<file path="config.mk">
export PLATFORM = sky130hd
export DESIGN_NAME = dbg_runctl
export DESIGN_NICKNAME = d
export VERILOG_FILES = /design/src/rtl/dbg_pkg.sv /design/src/rtl/dbg_regs.sv /design/src/rtl/dbg_stall.sv /design/src/rtl/dbg_inject.sv /design/src/rtl/dbg_runctl.sv
export SDC_FILE = /design/constraint.sdc
export NUM_CORES = 1
export LEC_CHECK = 0
export ABC_AREA = 0
export CORE_UTILIZATION = 40
export CTS_BUF_LIST = sky130_fd_sc_hd__clkbuf_16
export DETAILED_ROUTE_END_ITERATION = 7
export PLACE_DENSITY = 0.78
export SLEW_MARGIN = 30
export SYNTH_ARGS = -nofsm -noshare
export SYNTH_HDL_FRONTEND = slang
export SYNTH_HIERARCHICAL = 1
export SYNTH_SLANG_ARGS = --single-unit
</file>
<file path="constraint.sdc">
create_clock -name clk -period 1.98 [get_ports clk]
set_clock_uncertainty 0.1 [all_clocks]
set_input_delay 0.396 -clock clk [delete_from_list [all_inputs] [get_ports clk]]
set_output_delay 0.396 -clock clk [all_outputs]
set_load 0.02 [all_outputs]
</file>
<file path="src/rtl/dbg_pkg.sv">
`timescale 1ns/1ps
package dbg_pkg;
  // host register offsets
  localparam int unsigned OFS_CTRL   = 0;
  localparam int unsigned OFS_STOPEN = 1;
  localparam int unsigned OFS_REASON = 2;
  localparam int unsigned OFS_INJECT = 3;
  localparam int unsigned OFS_NPC    = 4;
  // control register bit positions
  localparam int unsigned CB_DIS     = 0;
  localparam int unsigned CB_STEP    = 1;
  localparam int unsigned CB_HSTALL  = 2;
  localparam int unsigned CB_HRST    = 3;
  localparam int unsigned CB_RELEASE = 4;
endpackage

</file>
<file path="src/rtl/dbg_regs.sv">
`timescale 1ns/1ps
module dbg_regs #(
  parameter int DW      = 32,
  parameter int AW      = 3,
  parameter int NUM_EXC = 15,
  parameter int RW      = NUM_EXC + 2
) (
  input  logic               clk,
  input  logic               rst_n,
  input  logic [AW-1:0]      reg_addr,
  input  logic [DW-1:0]      reg_wdata,
  input  logic               reg_we,
  input  logic               reg_re,
  output logic [DW-1:0]      reg_rdata,
  output logic               reg_err,
  input  logic [RW-1:0]      reason,
  output logic               ctrl_dis,
  output logic               ctrl_step,
  output logic               ctrl_hstall,
  output logic               ctrl_hrst,
  output logic [NUM_EXC-1:0] stop_en,
  output logic [DW-1:0]      npc,
  output logic               release_p,
  output logic               reason_clr,
  output logic               inj_wr,
  output logic               npc_wr,
  output logic               cpu_reset_o
);
  import dbg_pkg::*;

  logic hrst_q;
  logic sel_ctrl, sel_stop, sel_reason, sel_inj, sel_npc, sel_ok;

  always_comb begin
    sel_ctrl   = (reg_addr == AW'(OFS_CTRL));
    sel_stop   = (reg_addr == AW'(OFS_STOPEN));
    sel_reason = (reg_addr == AW'(OFS_REASON));
    sel_inj    = (reg_addr == AW'(OFS_INJECT));
    sel_npc    = (reg_addr == AW'(OFS_NPC));
    sel_ok     = sel_ctrl | sel_stop | sel_reason | sel_inj | sel_npc;
  end

  assign release_p  = reg_we & sel_ctrl & reg_wdata[CB_RELEASE];
  assign reason_clr = reg_we & sel_reason & (reg_wdata == '0);
  assign inj_wr     = reg_we & sel_inj;
  assign npc_wr     = reg_we & sel_npc;

  always_ff @(posedge clk or negedge rst_n) begin
    if (!rst_n) begin
      ctrl_dis    <= 1'b0;
      ctrl_step   <= 1'b0;
      ctrl_hstall <= 1'b0;
      ctrl_hrst   <= 1'b0;
      stop_en     <= '0;
      npc         <= '0;
      hrst_q      <= 1'b0;
    end else begin
      hrst_q <= ctrl_hrst;
      if (reg_we && sel_ctrl) begin
        ctrl_dis    <= reg_wdata[CB_DIS];
        ctrl_step   <= reg_wdata[CB_STEP];
        ctrl_hstall <= reg_wdata[CB_HSTALL];
        ctrl_hrst   <= reg_wdata[CB_HRST];
      end
      if (reg_we && sel_stop) stop_en <= reg_wdata[NUM_EXC-1:0];
      if (npc_wr) npc <= reg_wdata;
    end
  end

  // reset pulse on the falling edge of the host reset bit
  assign cpu_reset_o = hrst_q & ~ctrl_hrst;

  always_comb begin
    reg_rdata = '0;
    if (reg_re) begin
      if (sel_ctrl)   reg_rdata = DW'({ctrl_hrst, ctrl_hstall, ctrl_step, ctrl_dis});
      if (sel_stop)   reg_rdata = DW'(stop_en);
      if (sel_reason) reg_rdata = DW'(reason);
      if (sel_npc)    reg_rdata = npc;
    end
    reg_err = ((reg_re | reg_we) & ~sel_ok) | (reg_re & sel_inj);
  end
endmodule

</file>
<file path="src/rtl/dbg_stall.sv">
`timescale 1ns/1ps
module dbg_stall #(
  parameter int NUM_EXC  = 15,
  parameter int BRK_CODE = 12,
  parameter int CW       = $clog2(NUM_EXC + 1),
  parameter int RW       = NUM_EXC + 2
) (
  input  logic               clk,
  input  logic               rst_n,
  input  logic               ctrl_dis,
  input  logic               ctrl_step,
  input  logic               ctrl_hstall,
  input  logic               ctrl_hrst,
  input  logic [NUM_EXC-1:0] stop_en,
  input  logic               exc_valid,
  input  logic [CW-1:0]      exc_code,
  input  logic               fetch_valid,
  input  logic               bp_hit,
  input  logic               release_p,
  input  logic               reason_clr,
  input  logic               npc_wr,
  output logic [RW-1:0]      reason,
  output logic               halted,
  output logic               exc_pend_o,
  output logic               ignore_break_o,
  output logic               stall_o
);
  localparam int STEP_BIT = RW - 2;
  localparam int BP_BIT   = RW - 1;

  // one-hot decode of the exception code, gated by the strobe
  function automatic logic [NUM_EXC-1:0] code_onehot(input logic [CW-1:0] code,
                                                     input logic vld);
    logic [NUM_EXC-1:0] v;
    for (int i = 0; i < NUM_EXC; i++) v[i] = vld && (code == CW'(i));
    return v;
  endfunction

  logic [NUM_EXC-1:0] brk_mask, exc_hits;
  logic [RW-1:0]      new_bits;
  logic               step_stop, bp_stop;

  always_comb begin
    brk_mask       = code_onehot(CW'(BRK_CODE), ctrl_step);
    exc_hits       = code_onehot(exc_code, exc_valid) & stop_en & ~brk_mask;
    step_stop      = fetch_valid & ctrl_step;
    bp_stop        = bp_hit & ~ctrl_hrst;
    new_bits       = '0;
    new_bits[NUM_EXC-1:0] = exc_hits;
    new_bits[STEP_BIT]    = step_stop;
    new_bits[BP_BIT]      = bp_stop;
    ignore_break_o = exc_valid & ctrl_step & (exc_code == CW'(BRK_CODE));
    stall_o        = ~ctrl_dis & (ctrl_hstall | halted);
  end

  always_ff @(posedge clk or negedge rst_n) begin
    if (!rst_n) begin
      reason     <= '0;
      halted     <= 1'b0;
      exc_pend_o <= 1'b0;
    end else begin
      reason     <= (reason_clr ? '0 : reason) | new_bits;
      halted     <= (halted & ~release_p) | (|new_bits);
      exc_pend_o <= (exc_pend_o & ~npc_wr) | (|exc_hits);
    end
  end
endmodule

</file>
<file path="src/rtl/dbg_inject.sv">
`timescale 1ns/1ps
module dbg_inject #(
  parameter int DW = 32
) (
  input  logic          clk,
  input  logic          rst_n,
  input  logic          stall,
  input  logic          hrst,
  input  logic          inj_wr,
  input  logic [DW-1:0] inj_data,
  input  logic          fetch_valid,
  input  logic [DW-1:0] fetch_word,
  output logic [DW-1:0] insn_o,
  output logic          insn_inj_o,
  output logic          exec_valid_o,
  output logic [DW-1:0] exec_word_o,
  output logic          pend,
  output logic          stall_rise
);
  logic          stall_q;
  logic [DW-1:0] held;
  logic          issue_now, issue_rise, use_fetch;

  always_comb begin
    stall_rise = stall & ~stall_q;
    issue_now  = inj_wr & stall & ~hrst;
    issue_rise = pend & stall_rise & ~hrst;
    use_fetch  = pend & fetch_valid & ~hrst;
    insn_inj_o = use_fetch;
    insn_o     = use_fetch ? held : fetch_word;
  end

  always_ff @(posedge clk or negedge rst_n) begin
    if (!rst_n) begin
      stall_q      <= 1'b0;
      held         <= '0;
      pend         <= 1'b0;
      exec_valid_o <= 1'b0;
      exec_word_o  <= '0;
    end else begin
      stall_q      <= stall;
      exec_valid_o <= issue_now | issue_rise;
      if (issue_now)       exec_word_o <= inj_data;
      else if (issue_rise) exec_word_o <= held;
      if (inj_wr && !issue_now) begin
        pend <= 1'b1;
        held <= inj_data;
      end else if (use_fetch || issue_rise) begin
        pend <= 1'b0;
      end
    end
  end
endmodule

</file>
<file path="src/rtl/dbg_runctl.sv">
`timescale 1ns/1ps
module dbg_runctl #(
  parameter int DW       = 32,
  parameter int AW       = 3,
  parameter int NUM_EXC  = 15,
  parameter int BRK_CODE = 12,
  parameter int CW       = $clog2(NUM_EXC + 1)
) (
  input  logic          clk,
  input  logic          rst_n,
  input  logic [AW-1:0] reg_addr,
  input  logic [DW-1:0] reg_wdata,
  input  logic          reg_we,
  input  logic          reg_re,
  output logic [DW-1:0] reg_rdata,
  output logic          reg_err,
  input  logic          exc_valid,
  input  logic [CW-1:0] exc_code,
  input  logic          fetch_valid,
  input  logic [DW-1:0] fetch_word,
  input  logic          bp_hit,
  output logic [DW-1:0] insn_o,
  output logic          insn_inj_o,
  output logic          exec_valid_o,
  output logic [DW-1:0] exec_word_o,
  output logic          stall_o,
  output logic          ignore_break_o,
  output logic          exc_pend_o,
  output logic [DW-1:0] npc_o,
  output logic          cpu_reset_o
);
  localparam int RW = NUM_EXC + 2;

  logic               ctrl_dis, ctrl_step, ctrl_hstall, ctrl_hrst;
  logic [NUM_EXC-1:0] stop_en;
  logic [RW-1:0]      reason;
  logic               release_p, reason_clr, inj_wr, npc_wr;
  logic               halted, inj_pend, stall_rise;

  dbg_regs #(.DW(DW), .AW(AW), .NUM_EXC(NUM_EXC), .RW(RW)) u_regs (
    .clk, .rst_n, .reg_addr, .reg_wdata, .reg_we, .reg_re, .reg_rdata, .reg_err,
    .reason, .ctrl_dis, .ctrl_step, .ctrl_hstall, .ctrl_hrst, .stop_en,
    .npc(npc_o), .release_p, .reason_clr, .inj_wr, .npc_wr, .cpu_reset_o
  );

  dbg_stall #(.NUM_EXC(NUM_EXC), .BRK_CODE(BRK_CODE), .CW(CW), .RW(RW)) u_stall (
    .clk, .rst_n, .ctrl_dis, .ctrl_step, .ctrl_hstall, .ctrl_hrst, .stop_en,
    .exc_valid, .exc_code, .fetch_valid, .bp_hit, .release_p, .reason_clr, .npc_wr,
    .reason, .halted, .exc_pend_o, .ignore_break_o, .stall_o
  );

  dbg_inject #(.DW(DW)) u_inj (
    .clk, .rst_n, .stall(stall_o), .hrst(ctrl_hrst), .inj_wr, .inj_data(reg_wdata),
    .fetch_valid, .fetch_word, .insn_o, .insn_inj_o, .exec_valid_o, .exec_word_o,
    .pend(inj_pend), .stall_rise
  );
endmodule

</file>
==> results.txt, run 1 <==
Critical Path End Type - output port
sequential fraction of the synthesis area - 0.4857
WL final - 24.03 mm
Worst Hold Launch - reg_wdata[13]
Yosys top cell by area - dfrtp_1
first-pass GRT wire length - 34.47 mm
CP Max Fanout - 8
post-synthesis area per instance - 12.22 µm²
Slew @ Worst Pin - 0.5762 ns
vias - 6148
CTS tree - built
Slew Viols, Final - 0
Cells after Synth - 582
Pwr Density - 969.5 nW/µm²
Syn Std Cell Area - 7111 µm²
fin nets - 974
hpwl dp - 15.65 mm
number of global-route vias before repair - 5927
met3 WL - 1.500 mm
clock latency at the later pin of the worst-skew pair - 0.43 ns
clock sinks - 138
CP arrival - 1.85 ns
DRT Pass-1 Iters - 5
reg2reg start - u_regs/ctrl_hrst
WL met2 - 11.67 mm
commonest non-fill, non-tap cell in the layout - mux2_2
most frequent cells in the layout - 146 x mux2_2, 137 x dfrtp_1, 111 x clkdlybuf4s50_1, 97 x buf_4, 60 x buf_6
area of the core - 17360 µm²
worst path cell trace - nand3b_1 -> buf_6 -> buf_16 -> mux2_4 -> buf_6
CTS Root Cell - clkbuf_16
Most used DFF post-synth - dfrtp_1
antenna violations before repair - 1
DRC Markers - 0
total gr overflow - 0
Worst Hold End - u_inj/held[13]
clk slew on worst S/H paths - 0.06 ns
Area contributors post-synth - dfrtp_1 49%, mux2_2 24%, mux2_1 4.6%, nand3b_1 3.3%, o21ai_0 2.2%
final setup fails - 53
Synth Register Bits - 138
fmax - 0.4254 GHz
WL per Instance - 21.19 µm
R2R Setup Slk - 0.06 ns
Routability Congestion - 0.8712
pin count of the biggest net entering global routing - 42
Min Clock Period, post-route - 2.351 ns
yosys warns - 6
WL met1 - 10.34 mm
worst vdd ir - 0.0009093 V
total track usage - 0.2534
initial core utilization - 0.4097
Async SR Flop Fraction - 1.000
CP top delay family - buffers and inverters
Tcrit/Tclk final - 1.187
post-synthesis cell type count - 49
failing checks - negative setup slack
Non-Filler Instances - 1134
Max stage delay on crit path - 0.40 ns
P&R area growth vs syn - 62.71%
Slew HR - 0.6106
FF-to-FF path depth - 6
Core Rows - 48
design area - 11570 µm²
IO Count - 213
RR Endpoint - u_inj/exec_word_o[10]
maximum clock insertion buffer count - 2
DP Area - 10280 µm²
share of Yosys cell area claimed by the top area cell type - 0.4857
Critical Path Start Type - flop
DIE WIDTH - 135.3 µm
RSZ-0062 raised after global routing - true
Top Layer Used - met5
crit-path most repeated cell - buf_6
fraction of layout instances using a drive strength above 1 - 0.4829
CTS Buf Count - 17
status - complete, but fails checks
Detail Route Antenna Nets - 0
maxcap violations - 0
DRT iter0 DRCs - 432
hold path depth - 3
die height - 135.3 µm
ant diodes - 0
die area - 18310 µm²
Crit-path slowest cell - dfrtp_1
Lkg Pwr - 5.212 nW
number of flops mapped to enable cells by yosys - 0
fillers - 1252
buffer and inverter count on the worst path - 3
HP Class - in2reg
H-tree levels - 4
critical path type - reg2out
Placed Instances - 1075
DR vias/cell - 5.422
Syn Nets - 660
I/O Buffers - 212
Req. time, crit path - 1.48 ns
Final Hold Viols - 0
Final WS setup - -0.3706 ns
==> cell usage after synthesis (all sizes together), types with 5 or more instances <==
master	n
inv	22
mux2	178
nor4	6
and3	16
o22ai	5
buf	25
nand3	11
a21o	15
nand2b	8
clkbuf	14
dfrtp	138
nor2	10
nand2	11
o21ai	31
nand3b	32
a21oi	20
==> worst max-delay path by stage <==
| stage | start | end | cells past startpoint |
|---|---|---|---|
| global placement | reg_addr[2] | reg_rdata[10] | 6 |
| global route | u_regs/ctrl_hrst | insn_o[2] | 5 |
| finish | u_regs/ctrl_hrst | insn_o[6] | 5 |
| floorplan | reg_wdata[11] | u_stall/reason[10] | 5 |
| CTS | u_regs/ctrl_hrst | insn_o[14] | 6 |
| detailed placement | reg_addr[1] | reg_rdata[7] | 6 |
==> layer usage <==
metal,GRT usage,vias to the layer above
met5,0,-
met4,0.07803,2
met3,0.06322,50
met2,0.4040,259
met1,0.3387,3093
li1,-,2744
==> tightest hold or removal path: cells and delay by family <==
family | cells | cell delay [ns]
multiplexers | 1 | 0.13
buffers and inverters | 2 | 0.20
==> timing repair <==
| item | in CTS | in global routing |
|---|---|---|
| pin swaps | 9 | 9 |
| buffers inserted | 13 | 8 |
| hold endpoints to repair | 37 | 0 |
| endpoints found under the setup margin | 202 | 82 |
| resized for setup | 424 | 98 |
| gates cloned | 6 | 3 |
| hold buffers | 1 | 0 |
==> where the power goes <==
part	total [mW]	internal (mW)	switching, mW
clock	3.18	1.87	1.30
combinational	3.86	2.11	1.75
sequential	4.18	3.58	0.599
==> flip-flops by register name, indices dropped and copies added (netlist names), 15 cells and up <==
signal	count
u_inj/exec_word_o	32
u_inj/held	32
u_regs/npc	32
u_regs/stop_en	15
u_stall/reason	17
==> area by class of cell <==
cell class                      instances  area (µm²)  area share
Clock inverter                         15       166.4     0.01438
Timing Repair Buffer                  334        3422      0.2958
Clock buffer                           17       425.4     0.03677
Tap cell                              225       281.5     0.02433
Inverter                               22       87.58    0.007570
Multi-Input combinational cell        383        3732      0.3226
Sequential cell                       138        3455      0.2986
==> through the flow <==
| stage | TNS [ns] | setup slack (ns) | hold WS [ns] | power, mW | utilization |
|---|---|---|---|---|---|
| 3_5_place_dp | -119.37 | -0.8664 | 0.2452 | 7.857 | 0.5924 |
| 5_1_grt | -12.87 | -0.3953 | 0.2399 | 11.68 | 0.6666 |
| 3_3_place_gp | -116.04 | -0.8287 | 0.2375 | 7.778 | 0.5924 |
| 2_1_floorplan | -0.6315 | -0.04729 | 0.0004089 | 5.893 | - |
| 4_1_cts | -9.710 | -0.3674 | 0.2337 | 11.16 | 0.6471 |
| 6_report | -11.30 | -0.3706 | 0.2446 | 11.22 | 0.6666 |
==> cells by family (layout without fill, tap and decap cells) <==
kind of cell    after synthesis  after routing  synth area share
mux                         181            181            0.2879
buf+inv                      61            388           0.04417
simple gates                121            121            0.1137
compound gates               81             81           0.06863
flops                       138            138            0.4857
No activity file was read; power rests on OpenSTA's default activity.
==> run 2: changes to the inputs <==
--- a/config.mk
+++ b/config.mk
@@ -9,6 +9,7 @@
 export CORE_UTILIZATION = 40
 export CTS_BUF_LIST = sky130_fd_sc_hd__clkbuf_16
 export DETAILED_ROUTE_END_ITERATION = 7
+export HOLD_SLACK_MARGIN = 0.06
 export PLACE_DENSITY = 0.78
 export SLEW_MARGIN = 30
 export SYNTH_ARGS = -nofsm -noshare
==> results of run 2 <==
The final DEF is identical to that of run 1; final timing and power are the same.
==> run 3: changes to the inputs <==
--- a/config.mk
+++ b/config.mk
@@ -6,8 +6,10 @@
 export NUM_CORES = 1
 export LEC_CHECK = 0
 export ABC_AREA = 0
+export CORE_MARGIN = 3
 export CORE_UTILIZATION = 40
 export CTS_BUF_LIST = sky130_fd_sc_hd__clkbuf_16
+export CTS_CLUSTER_DIAMETER = 100
 export DETAILED_ROUTE_END_ITERATION = 7
 export HOLD_SLACK_MARGIN = 0.06
 export PLACE_DENSITY = 0.78
==> run 3 against run 2 <==
The flow still finishes with violations (negative setup slack). Setup slack improved by 0.049 ns. Highest routed layer unchanged. Final cell count fell by 0.71%. Die area rose by 6.0%.
==> results.txt, run 3 (same netlist as run 1, synthesis figures left out) <==
status - complete, but fails checks (unchanged)
failing checks - negative setup slack (unchanged)
Min Clock Period, post-route - 2.301 ns (was 2.351 ns)
WL per Instance - 22.50 µm (was 21.19 µm)
fin nets - 965 (was 974)
Slew @ Worst Pin - 0.3738 ns (was 0.5762 ns)
clk slew on worst S/H paths - 0.06 ns (about the same)
total gr overflow - 0 (unchanged)
most frequent cells in the layout - 146 x mux2_2, 138 x dfrtp_1, 105 x clkdlybuf4s50_1, 90 x buf_4, 50 x buf_6 (was 146 x mux2_2, 137 x dfrtp_1, 111 x clkdlybuf4s50_1, 97 x buf_4, 60 x buf_6)
CTS tree - built (unchanged)
maximum clock insertion buffer count - 2 (unchanged)
worst path cell trace - clkdlybuf4s50_1 -> nand3b_1 -> buf_4 -> buf_12 -> mux2_2 -> buf_2 (was nand3b_1 -> buf_6 -> buf_16 -> mux2_4 -> buf_6)
die area - 19410 µm² (was 18310 µm²)
H-tree levels - 4 (unchanged)
RSZ-0062 raised after global routing - true (unchanged)
antenna violations before repair - 2 (was 1)
Req. time, crit path - 1.48 ns (about the same)
vias - 6221 (was 6148)
Slew Viols, Final - 0 (unchanged)
CTS Buf Count - 17 (unchanged)
HP Class - in2reg (unchanged)
DR vias/cell - 5.525 (was 5.422)
die height - 139.3 µm (was 135.3 µm)
IO Count - 213 (unchanged)
commonest non-fill, non-tap cell in the layout - mux2_2 (unchanged)
Placement Setup Slack - -0.8749 ns (was -0.8664 ns)
Detail Route Antenna Nets - 0 (unchanged)
top flop regs - u_inj/exec_word_o x32, u_inj/held x32, u_regs/npc x32 (unchanged)
Max stage delay on crit path - 0.42 ns (was 0.40 ns)
pin count of the biggest net entering global routing - 40 (was 42)
fmax - 0.4345 GHz (was 0.4254 GHz)
Critical Path Start Type - input pin (was flop)
hpwl dp - 16.19 mm (was 15.65 mm)
area of the core - 17360 µm² (unchanged)
final setup fails - 48 (was 53)
Crit-path slowest cell - clkdlybuf4s50_1 (was dfrtp_1)
WL final - 25.34 mm (was 24.03 mm)
Final Hold Viols - 0 (unchanged)
critical path type - in2out (was reg2out)
Core Rows - 48 (unchanged)
Final WS setup - -0.3214 ns (was -0.3706 ns)
total track usage - 0.2432 (was 0.2534)
number of global-route vias before repair - 6406 (was 5927)
worst hold margin - 0.2300 ns (was 0.2446 ns)
worst vdd ir - 0.0006688 V (was 0.0009093 V)
Tcrit/Tclk final - 1.162 (was 1.187)
Routability Congestion - 0.8373 (was 0.8712)
clock latency at the later pin of the worst-skew pair - 0.42 ns (was 0.43 ns)
DIE WIDTH - 139.3 µm (was 135.3 µm)
final setup TNS - -10.00 ns (was -11.30 ns)
maxcap violations - 0 (unchanged)
DRT iter0 DRCs - 324 (was 432)
Pwr Density - 971.5 nW/µm² (was 969.5 nW/µm²)
I/O Buffers - 212 (unchanged)
P&R area growth vs syn - 63.19% (was 62.71%)
initial core utilization - 0.4097 (unchanged)
fraction of layout instances using a drive strength above 1 - 0.4811 (was 0.4829)
CP top delay family - buffers and inverters (unchanged)
buffer and inverter count on the worst path - 4 (was 3)
fillers - 1218 (was 1252)
CP Max Fanout - 15 (was 8)
clock sinks - 138 (unchanged)
CP arrival - 1.81 ns (was 1.85 ns)
DRT Pass-1 Iters - 5 (unchanged)
Critical Path End Type - output port (unchanged)
DRC Markers - 0 (unchanged)
CTS Root Cell - clkbuf_16 (unchanged)
Lkg Pwr - 5.262 nW (was 5.212 nW)
first-pass GRT wire length - 37.06 mm (was 34.47 mm)
Slew HR - 0.7508 (was 0.6106)
[run 3: cell types whose count changed in the layout (fill, tap and decap cells not counted), moves of 4 or more]
| cell | delta |
|---|---|
| buf_6 | -10 |
| buf_2 | +4 |
| clkdlybuf4s50_1 | -6 |
| buf_4 | -7 |
| dlymetal6s2s_1 | +8 |
[run 3: worst paths after layout]
kind / slack [ns] / endpoint / cells after the start / from
setup / recovery: -0.32 / insn_o[25] / 6 / fetch_valid
hold / removal: 0.23 / u_regs/stop_en[11] / 3 / reg_wdata[11]
setup reg to reg: 0.15 / u_inj/exec_word_o[9] / 5 / u_regs/ctrl_dis
hold reg to reg: 0.41 / u_inj/exec_word_o[21] / 1 / u_inj/exec_word_o[21]
max in group asynchronous: 0.88 / u_regs/npc[22] / 3 / rst_n
min in group asynchronous: 0.35 / u_inj/exec_word_o[28] / 2 / rst_n
[run 3: metal layers]
metal  up-vias  global-route usage  routed length [µm]  share of wire
li1       2741                   -                   -              -
met5         -                   0                   7        0.00028
met4         2             0.09423                1012          0.040
met2       286              0.3939               12340           0.49
met1      3135              0.3145               10290           0.41
met3        57             0.06186                1680          0.066
[run 3: final cells by class]
cell class / count / area [µm²] / area share
diodes: 1 / 2.502 / 0.0002157
well taps: 225 / 281.5 / 0.02426
repair buffers: 325 / 3416 / 0.2944
multi-input cells: 383 / 3767 / 0.3247
inverters: 22 / 82.58 / 0.007117
flip-flops and latches: 138 / 3453 / 0.2976
clock inverters: 15 / 175.2 / 0.01510
clock buffers: 17 / 425.4 / 0.03666
[run 3: timing repair]
item / CTS / global route
cloned: 8 / 4
pin swaps: 7 / 12
endpoints found under the setup margin: 169 / 85
hold buffers: 1 / 0
endpoints found under the hold margin: 32 / 0
setup buffers: 4 / 7
resized for setup: 419 / 102
[run 3: through the flow]
step	power, mW	instances	utilization	cell area (µm²)
2_1_floorplan	5.893	582	-	7241
3_3_place_gp	7.772	1072	0.5911	10260
3_5_place_dp	7.856	1072	0.5911	10260
4_1_cts	11.17	1117	0.6417	11140
5_1_grt	11.74	1126	0.6685	11600
6_report	11.27	1126	0.6685	11600
[run 3: where the power goes]
group	internal, mW	total (mW)	switching (mW)
Sequential	3.58	4.19	0.608
Combinational	2.08	3.83	1.75
Clock	1.98	3.25	1.27
Total	7.65	11.3	3.63
[run 3: worst register-to-register path, stage by stage (launching register included)]
cell,delay (ns)
dfrtp_1,0.41
nor2_4,0.23
nand2b_1,0.18
a21oi_4,0.20
buf_12,0.22
mux2_2,0.37
